[src/rtl/man_seq_pkg.sv]
package man_seq_pkg;

    typedef enum logic [1:0] {
        ST_IDLE,
        ST_FIN,
        ST_LOW,
        ST_HIGH
    } seq_st_e;

    typedef enum logic [1:0] {
        LN_ONE,
        LN_TWO,
        LN_FOUR
    } lane_e;

    typedef enum logic [2:0] {
        K_NONE,
        K_CS_HI,
        K_CS_LO,
        K_PULSE,
        K_SHIFT
    } kind_e;

    localparam logic [3:0] OPC_CS_HI  = 4'd0;
    localparam logic [3:0] OPC_CS_LO  = 4'd1;
    localparam logic [3:0] OPC_PULSE  = 4'd2;
    localparam logic [3:0] OPC_OUT_1  = 4'd8;
    localparam logic [3:0] OPC_OUT_2  = 4'd9;
    localparam logic [3:0] OPC_OUT_4  = 4'd10;

endpackage

[src/rtl/man_seq_decode.sv]
module man_seq_decode
    import man_seq_pkg::*;
#(
    parameter int CMD_W  = 16,
    parameter int OPND_W = 8,
    parameter int WR_BIT = 13,
    parameter int OP_LSB = 8,
    parameter int OP_W   = 4,
    localparam int BEAT_W = $clog2(OPND_W)
) (
    input  logic [CMD_W-1:0]  cmd,
    input  logic              strobe,
    input  logic              active,
    output logic              req,
    output kind_e             kind,
    output lane_e             lane,
    output logic [BEAT_W-1:0] beats_m1,
    output logic [OPND_W-1:0] operand
);

    logic [OP_W-1:0] opc;
    logic            unused_bits;

    assign opc         = cmd[OP_LSB +: OP_W];
    assign operand     = cmd[OPND_W-1:0];
    assign req         = strobe & active & cmd[WR_BIT];
    assign unused_bits = ^{cmd[CMD_W-1:WR_BIT+1], cmd[WR_BIT-1:OP_LSB+OP_W]};

    always_comb begin
        kind     = K_NONE;
        lane     = LN_ONE;
        beats_m1 = '0;
        case (opc)
            OPC_CS_HI: kind = K_CS_HI;
            OPC_CS_LO: kind = K_CS_LO;
            OPC_PULSE: kind = K_PULSE;
            OPC_OUT_1: begin
                kind     = K_SHIFT;
                lane     = LN_ONE;
                beats_m1 = BEAT_W'(OPND_W - 1);
            end
            OPC_OUT_2: begin
                kind     = K_SHIFT;
                lane     = LN_TWO;
                beats_m1 = BEAT_W'(OPND_W / 2 - 1);
            end
            OPC_OUT_4: begin
                kind     = K_SHIFT;
                lane     = LN_FOUR;
                beats_m1 = BEAT_W'(OPND_W / 4 - 1);
            end
            default: kind = K_NONE;
        endcase
    end

endmodule

[src/rtl/man_seq_lanes.sv]
module man_seq_lanes
    import man_seq_pkg::*;
#(
    parameter int OPND_W = 8
) (
    input  logic [OPND_W-1:0] data,
    input  lane_e             lane,
    output logic [3:0]        lanes
);

    always_comb begin
        case (lane)
            LN_ONE:  lanes = {3'b000, data[OPND_W-1]};
            LN_TWO:  lanes = {2'b00, data[OPND_W-1 -: 2]};
            LN_FOUR: lanes = data[OPND_W-1 -: 4];
            default: lanes = 4'b0000;
        endcase
    end

endmodule

[src/rtl/man_spi_seq.sv]
module man_spi_seq
    import man_seq_pkg::*;
#(
    parameter int CMD_W    = 16,
    parameter int OPND_W   = 8,
    parameter int SCK_HALF = 4,
    localparam int BEAT_W  = $clog2(OPND_W),
    localparam int PH_W    = $clog2(SCK_HALF) + 1
) (
    input  logic             clk,
    input  logic             rst_n,
    input  logic             man_en,
    input  logic             mux_sel,
    input  logic             cmd_wr,
    input  logic [CMD_W-1:0] cmd_data,
    input  logic             auto_en_req,
    input  logic             dio_en_req,
    output logic             busy,
    output logic             cs_n,
    output logic             sck,
    output logic [3:0]       sdo,
    output logic             sync_idle,
    output logic             auto_en,
    output logic             dio_en
);

    localparam logic [PH_W-1:0] PH_LAST = PH_W'(SCK_HALF - 1);

    typedef struct packed {
        seq_st_e           st;
        logic [PH_W-1:0]   ph;
        logic [BEAT_W-1:0] beats;
        logic [OPND_W-1:0] shreg;
        lane_e             lane;
        logic              shift;
        logic              cs_n;
        logic              sck;
        logic [3:0]        sdo;
        logic              auto_en;
        logic              dio_en;
    } regs_t;

    localparam regs_t RESET_VAL = '{
        st:      ST_IDLE,
        ph:      '0,
        beats:   '0,
        shreg:   '0,
        lane:    LN_ONE,
        shift:   1'b0,
        cs_n:    1'b1,
        sck:     1'b0,
        sdo:     4'b0000,
        auto_en: 1'b0,
        dio_en:  1'b0
    };

    regs_t s_q, s_d;

    logic              active;
    logic              dec_req;
    kind_e             dec_kind;
    lane_e             dec_lane;
    logic [BEAT_W-1:0] dec_beats;
    logic [OPND_W-1:0] dec_operand;
    logic [OPND_W-1:0] shifted;
    logic [OPND_W-1:0] lane_src;
    lane_e             lane_sel;
    logic [3:0]        lane_out;

    assign active = man_en & mux_sel;

    man_seq_decode #(
        .CMD_W  (CMD_W),
        .OPND_W (OPND_W)
    ) u_decode (
        .cmd      (cmd_data),
        .strobe   (cmd_wr),
        .active   (active),
        .req      (dec_req),
        .kind     (dec_kind),
        .lane     (dec_lane),
        .beats_m1 (dec_beats),
        .operand  (dec_operand)
    );

    always_comb begin
        case (s_q.lane)
            LN_FOUR: shifted = s_q.shreg << 4;
            LN_TWO:  shifted = s_q.shreg << 2;
            default: shifted = s_q.shreg << 1;
        endcase
    end

    assign lane_src = (s_q.st == ST_IDLE) ? dec_operand : shifted;
    assign lane_sel = (s_q.st == ST_IDLE) ? dec_lane : s_q.lane;

    man_seq_lanes #(
        .OPND_W (OPND_W)
    ) u_lanes (
        .data  (lane_src),
        .lane  (lane_sel),
        .lanes (lane_out)
    );

    always_comb begin
        s_d         = s_q;
        s_d.auto_en = auto_en_req & ~active;
        s_d.dio_en  = dio_en_req & ~active;

        case (s_q.st)
            ST_IDLE: begin
                if (dec_req) begin
                    case (dec_kind)
                        K_CS_HI: begin
                            s_d.cs_n = 1'b1;
                            s_d.st   = ST_FIN;
                        end
                        K_CS_LO: begin
                            s_d.cs_n = 1'b0;
                            s_d.st   = ST_FIN;
                        end
                        K_PULSE: begin
                            s_d.st    = ST_LOW;
                            s_d.ph    = PH_LAST;
                            s_d.beats = '0;
                            s_d.shift = 1'b0;
                        end
                        K_SHIFT: begin
                            s_d.st    = ST_LOW;
                            s_d.ph    = PH_LAST;
                            s_d.beats = dec_beats;
                            s_d.lane  = dec_lane;
                            s_d.shreg = dec_operand;
                            s_d.sdo   = lane_out;
                            s_d.shift = 1'b1;
                        end
                        default: s_d.st = ST_FIN;
                    endcase
                end
            end
            ST_FIN: begin
                s_d.st = ST_IDLE;
            end
            ST_LOW: begin
                if (s_q.ph == '0) begin
                    s_d.st  = ST_HIGH;
                    s_d.ph  = PH_LAST;
                    s_d.sck = 1'b1;
                end else begin
                    s_d.ph = s_q.ph - 1'b1;
                end
            end
            ST_HIGH: begin
                if (s_q.ph == '0) begin
                    s_d.sck = 1'b0;
                    if (s_q.beats == '0) begin
                        s_d.st = ST_IDLE;
                    end else begin
                        s_d.beats = s_q.beats - 1'b1;
                        s_d.st    = ST_LOW;
                        s_d.ph    = PH_LAST;
                        if (s_q.shift) begin
                            s_d.shreg = shifted;
                            s_d.sdo   = lane_out;
                        end
                    end
                end else begin
                    s_d.ph = s_q.ph - 1'b1;
                end
            end
            default: s_d.st = ST_IDLE;
        endcase
    end

    always_ff @(posedge clk or negedge rst_n) begin
        if (!rst_n) begin
            s_q <= RESET_VAL;
        end else begin
            s_q <= s_d;
        end
    end

    assign busy      = (s_q.st != ST_IDLE);
    assign cs_n      = s_q.cs_n;
    assign sck       = s_q.sck;
    assign sdo       = s_q.sdo;
    assign sync_idle = (s_q.st == ST_IDLE) & s_q.cs_n & ~s_q.sck;
    assign auto_en   = s_q.auto_en;
    assign dio_en    = s_q.dio_en;

endmodule

[config.mk]
export PLATFORM = sky130hd
export DESIGN_NAME = man_spi_seq
export DESIGN_NICKNAME = d
export VERILOG_FILES = /design/src/rtl/man_seq_pkg.sv /design/src/rtl/man_seq_decode.sv /design/src/rtl/man_seq_lanes.sv /design/src/rtl/man_spi_seq.sv
export SDC_FILE = /design/constraint.sdc
export NUM_CORES = 1
export LEC_CHECK = 0
export ABC_AREA = 0
export BUFFER_PORTS_ARGS = -buffer_cell sky130_fd_sc_hd__buf_4
export CAP_MARGIN = 25
export CELL_PAD_IN_SITES_DETAIL_PLACEMENT = 1
export CELL_PAD_IN_SITES_GLOBAL_PLACEMENT = 1
export CORE_ASPECT_RATIO = 0.6
export CORE_UTILIZATION = 35
export CTS_CLUSTER_SIZE = 8
export DETAILED_ROUTE_END_ITERATION = 16
export PLACE_DENSITY_LB_ADDON = 0.1
export RECOVER_POWER = 100
export SETUP_SLACK_MARGIN = 0.5
export SLEW_MARGIN = 20
export SYNTH_ARGS = -nofsm -noshare
export SYNTH_HDL_FRONTEND = slang
export SYNTH_SLANG_ARGS = --single-unit
[constraint.sdc]
create_clock -name clk -period 3.9 [get_ports clk]
set_input_delay 0.78 -clock clk [delete_from_list [all_inputs] [get_ports clk]]
set_output_delay 0.78 -clock clk [all_outputs]
set_load 0.02 [all_outputs]
* Word level (Yosys, flattened, before mapping) *
Index checks and enable logic that the tools add are counted.

storage, ports and cells
  output and inout bits = 10
  input port bits = 23
  bits in latches = 0
  register bits after elaboration = 26
  bits in writable memories = 0
  memories = 0
  ROM bits = 0
  logic and storage cells = 99

cells by class
  bitwise gates (word level) = 9
  $mul = 0
  div/mod/pow operators = 0
  shift operators = 0
  reductions and logical operators = 21
  $add $sub $neg = 2
  $lt $le $gt $ge = 0
  equality and inequality tests = 24
  mux-type cells = 32

operator list
  cell                number
  $pmux 11 s2         1
  $mux 20             1
  $pmux 3 s3          2
  $mux 4              4
  $mux 8              2
  $pmux 8 s2          1
  $reduce_and 3->1    5
  $mux 14             1
  $eq 4x4->1 const B  3
  $pmux 3 s4          1
  $pmux 4 s3          1
  $pmux 6 s2          1
  $mux 11             1
  $mux 10             1
  $mux 2              5
  $ne 2x2->1 const B  5
  $reduce_bool 2->1   5
  $eq 2x2->1 const B  4
  $pmux 2 s4          1
  $pmux 4 s2          1
  $and 1x1->1         7
  $eq 2x1->1 const B  3
  $eq 3x2->1 const B  2
  $logic_not 3->1     2
  other kinds (22)    28

* Depth between registers and ports, before layout *
  depth in word-level cells = 9
  mapped depth = 9
  depth with buffers taken out = 7

* Cells and area by module *
A second synthesis with hierarchy kept.

second synthesis, totals
  cell total of the unflattened synthesis = 202
  area, all modules = 1,888.1 um^2

by module, submodules not included
  module          area an instance (um^2)  instances  sequential area each (um^2)  cells an instance
  man_spi_seq     1,661.6                  1          651.9                        173
  man_seq_decode  167.7                    1          0.0                          21
  man_seq_lanes   58.8                     1          0.0                          8

* Least setup slack after synthesis *
Ideal clock, no wire load.

  path type = input to register
  start point = input cmd_data[10]
  end point = register s_q[12] (netlist bit)
  arrival time = 1,892 ps
  path slack = 1,883 ps
  path buffers = 2
  data required time = 3,775 ps
  stages on the path = 6
  library setup time = 125 ps
  cell sequence = nand2b_1 > clkbuf_1 > a2111oi_4 > a41oi_1 > buf_4 > mux2_4

between the ends
  longest elaborated chain between the ends = 6
  elaborated cells on any way between the ends = 11
  those cells by class = 7 x eq/ne; 1 x mux; 3 x reduce/logical

ends and longest elaborated chain
  what                                   line                  RTL
  start, declared                        man_spi_seq.sv:15     input logic [CMD_W-1:0] cmd_data,
  $eq 4x4->1                             man_seq_decode.sv:33  case (opc)
  $reduce_or 3->1 (no source line)       -
  $pmux 3 s4 (*)                         man_seq_decode.sv:33
  $eq 3x3->1 (*)                         man_spi_seq.sv:113    case (dec_kind)
  $ne 2x1->1 (no source line) (*)        -
  $reduce_and 6->1 (no source line) (*)  -
  end signal, assigned                   man_spi_seq.sv:177    s_q <= RESET_VAL;
  end signal, assigned                   man_spi_seq.sv:179    s_q <= s_d;
  end, declared                          man_spi_seq.sv:57     regs_t s_q, s_d;

Mark *: on every way between the ends. The rest lies on a longest branch, timed or not.
A chain may end at the register's enable or synchronous reset.

* Worst setup path in the final report *
  start point = input man_en
  end point = register s_q[15] (netlist bit)

between the ends
  longest elaborated chain between the ends = 5

ends and longest elaborated chain
  what                               line                  RTL
  start, declared                    man_spi_seq.sv:12     input logic man_en,
  $and 1x1->1                        man_spi_seq.sv:70     assign active = man_en & mux_sel;
  $and 1x1->1 (2 in series)          man_seq_decode.sv:26  assign req = strobe & active & cmd[WR_BIT];
  $ne 2x2->1 (no source line)        -
  $reduce_and 6->1 (no source line)  -

Every way passes these cells.

==> reports/results.tsv <==
stage	metric	value	unit
final_layout	nNetsFinal	229	
clock_tree	clk_path_buf_depth	2	
sta	slew_viol_final	27	
detailed_routing	finalWirelength	4270	µm
setup_path	rr_worst_depth	7	
place	gp_congestion	0.774	
detailed_routing	postRouteAntennaNets	0	
detailed_routing	first_iter_violations	55	
floorplanning	chipHeight	55.5	µm
yosys	yosys.area.top_type	dfrtp_1	
clock_tree	post_cts.repair.setup_buffers	0	
sta	final_hold_viol_count	0	
job	drv_cap	1	
setup_path	end_kind	register	
global_routing	grt_max_degree	27	
setup_path	criticalPathCategory	in2reg	
yosys	synthFlopType	dfrtp_1	
floorplanning	die_w	91.1	µm
detailed_routing	drc	0	
final_layout	antenna_cells	0	
yosys	yosys_warnings	0	
power	pwr_density_cell	504	mW/mm²
place	hpwl	3170	µm
global_routing	gr-total-overflow	0	
floorplanning	start_util	0.365	
power	ir_drop	174	µV
yosys	synth.ff_latch_count	26	
clock_tree	cts_tree	built	
yosys	syn_inst	178	
min_path	min_path_type	reg2reg	
floorplanning	dieArea	0.00505	mm²
sta	setup_viol	0	
final_layout	area_delta_synth_final	9.38	%
yosys	syn_nets	207	
sta	maxSlewHeadroom	-0.0148	
clock_tree	clk_latency	0.27	ns
status	violations	capacitance limit, slew limit	
setup_path	path_max_fanout	20	
min_path	hold-path-cell-count	2	
clock_tree	cts_sinks	26	
detailed_routing	viasPerCell	5.24	
clock_tree	cts.clk_slew.worst_paths	0.09	ns
global_routing	grt_pass1_vias	1384	
detailed_routing	drtPass1Iterations	4	
clock_tree	h-tree-depth	1	
place	pre_cts_ws	1.60	ns
detailed_routing	vias	1373	
setup_path	start_kind	primary input	
sta	max_freq	0.386	GHz
clock_tree	postCtsHoldBufs	0	
sta	worst_pin_slew	1.52	ns
yosys	synthTopCellsByArea	dfrtp_1 38%, o21ai_0 7.8%, nand2_1 5.2%	
setup_path	crit_arrival	2.72	ns
yosys	synth_edf_count	0	
floorplanning	core	0.00456	mm²
sta	skew	0.00526	ns
clock_tree	cts_resized	0	
yosys	syn-cell-area	0.00167	mm²
status	status	finished with violations	
sta	whs	0.492	ns
yosys	synth_area_per_cell	9.36	µm²
yosys	ys_async_sr_fraction	1.00	
final_layout	n_fill_cell	561	
sta	period_share	0.664	
sta	layout_setup_ws	1.31	ns
final_layout	layout-drive-gt1-share	0.131	
clock_tree	cts_inserted_buffers	3	
sta	setup_tns	0	ns
power	total_power	0.000920	W
global_routing	antenna_found_initial	0	
sta	rsz0062_at_grt	false	
setup_path	required	4.03	ns
place	io_buffer_count	29	
yosys	ys_types	43	
power	power_leakage	0.760	nW
yosys	synth_top_cell_area_share	0.375	
yosys	synth-seq-area-share	0.391	
clock_tree	clock-root-buffer	clkbuf_8	
detailed_routing	post_drt_wl_per_cell	16.3	µm
global_routing	grt_pass1_wl	7150	µm
floorplanning	ios	33	
global_routing	grt.total_usage	0.180	
floorplanning	placementRows	19	
sta	period_needed	2.59	ns
-- layout by cell type (no fill, tap or decap), drive strengths merged, types with 7 or more instances in the layout --
cell and instances:
buf 19, nor2 7, clkbuf 15, nand2b 7
o21ai 27, a22oi 7, inv 11, dfrtp 25
nand2 23
-- worst max-delay path, stage by stage --
cell       delay [ns]
clkbuf_1         0.12
nand4_1          0.35
a2111oi_0        0.56
a41oi_1          0.10
clkbuf_1         0.40
a221oi_1         0.35
a21oi_1          0.07
-- per-stage QoR --
step | instances | instance area [µm²] | utilization
floorplan | 178 | 1670 | -
global placement | 258 | 1890 | 0.413
detailed placement | 258 | 1890 | 0.413
CTS | 262 | 1930 | 0.423
global route | 262 | 1820 | 0.399
finish | 262 | 1820 | 0.399
-- metal layers --
metal | routed length, µm | share of wire | GRT usage | vias to the layer above
li1 | - | - | - | 671
met1 | 2320 | 0.54 | 0.279 | 669
met2 | 1760 | 0.41 | 0.259 | 31
met3 | 176 | 0.041 | 0.0427 | 2
met4 | 19 | 0.0044 | 0.0204 | 0
met5 | 0 | 0 | 0 | -
-- logic make-up (layout without fill, tap and decap cells) --
| group | count (synthesis) | after routing | synth area share |
|---|---|---|---|
| AO/OA/AOI/OAI | 63 | 63 | 0.280 |
| AND/OR/NAND/NOR | 53 | 53 | 0.167 |
| flip-flops | 26 | 26 | 0.391 |
| buffers and inverters | 24 | 45 | 0.0758 |
| adder cells (fa/ha/maj) | 6 | 6 | 0.0450 |
| multiplexers | 5 | 5 | 0.0360 |
| XOR/XNOR | 1 | 1 | 0.00526 |
-- flip-flops by register name, indices dropped and copies added (netlist names) --
| register | flops |
|---|---|
| cs_n | 1 |
| auto_en | 1 |
| dio_en | 1 |
| sdo | 4 |
| s_q | 18 |
| sck | 1 |
-- cell usage after synthesis, types with 2 or more instances --
master,number
buf_6,2
a21oi_1,6
dfrtp_1,25
nor2_1,6
or4_1,2
clkbuf_1,4
nand2b_1,7
o211ai_1,2
mux2_4,2
inv_1,10
mux2i_1,3
nor3_1,5
nand3b_1,3
ha_1,6
o21ba_2,2
a221oi_1,3
buf_4,5
a32o_1,2
a2111oi_4,2
o21ai_0,26
a22oi_1,7
a21boi_0,2
nor2b_1,2
buf_2,2
o31ai_1,2
nand2_1,23
-- path summary, 6_finish.rpt --
kind | from | to | slack [ns]
max reg2reg | s_q[26]$_DFFE_PN0P_ | s_q[15]$_DFFE_PN0P_ | 1.32
max in group asynchronous | rst_n | s_q[26]$_DFFE_PN0P_ | 2.16
max | man_en | s_q[15]$_DFFE_PN0P_ | 1.31
min in group asynchronous | rst_n | s_q[10]$_DFFE_PN0P_ | 0.86
min | s_q[17]$_DFFE_PN0P_ | s_q[17]$_DFFE_PN0P_ | 0.49
min reg2reg | s_q[17]$_DFFE_PN0P_ | s_q[17]$_DFFE_PN0P_ | 0.49
-- where the power goes --
part           total [W]  leakage, nW  internal, W  switching [W]
sequential      0.000381        0.331     0.000324      0.0000562
clock           0.000163       0.0228    0.0000733      0.0000901
combinational   0.000376        0.406     0.000143       0.000232
-- cell type report --
cell class | count | area [µm²] | area share
inverter | 11 | 41.3 | 0.0226
sequential | 26 | 652 | 0.358
multi-input combinational | 128 | 822 | 0.451
tap | 63 | 78.8 | 0.0432
timing repair buffer | 30 | 184 | 0.101
clock buffer | 4 | 45.0 | 0.0247
(Power assumes the default switching activity.)
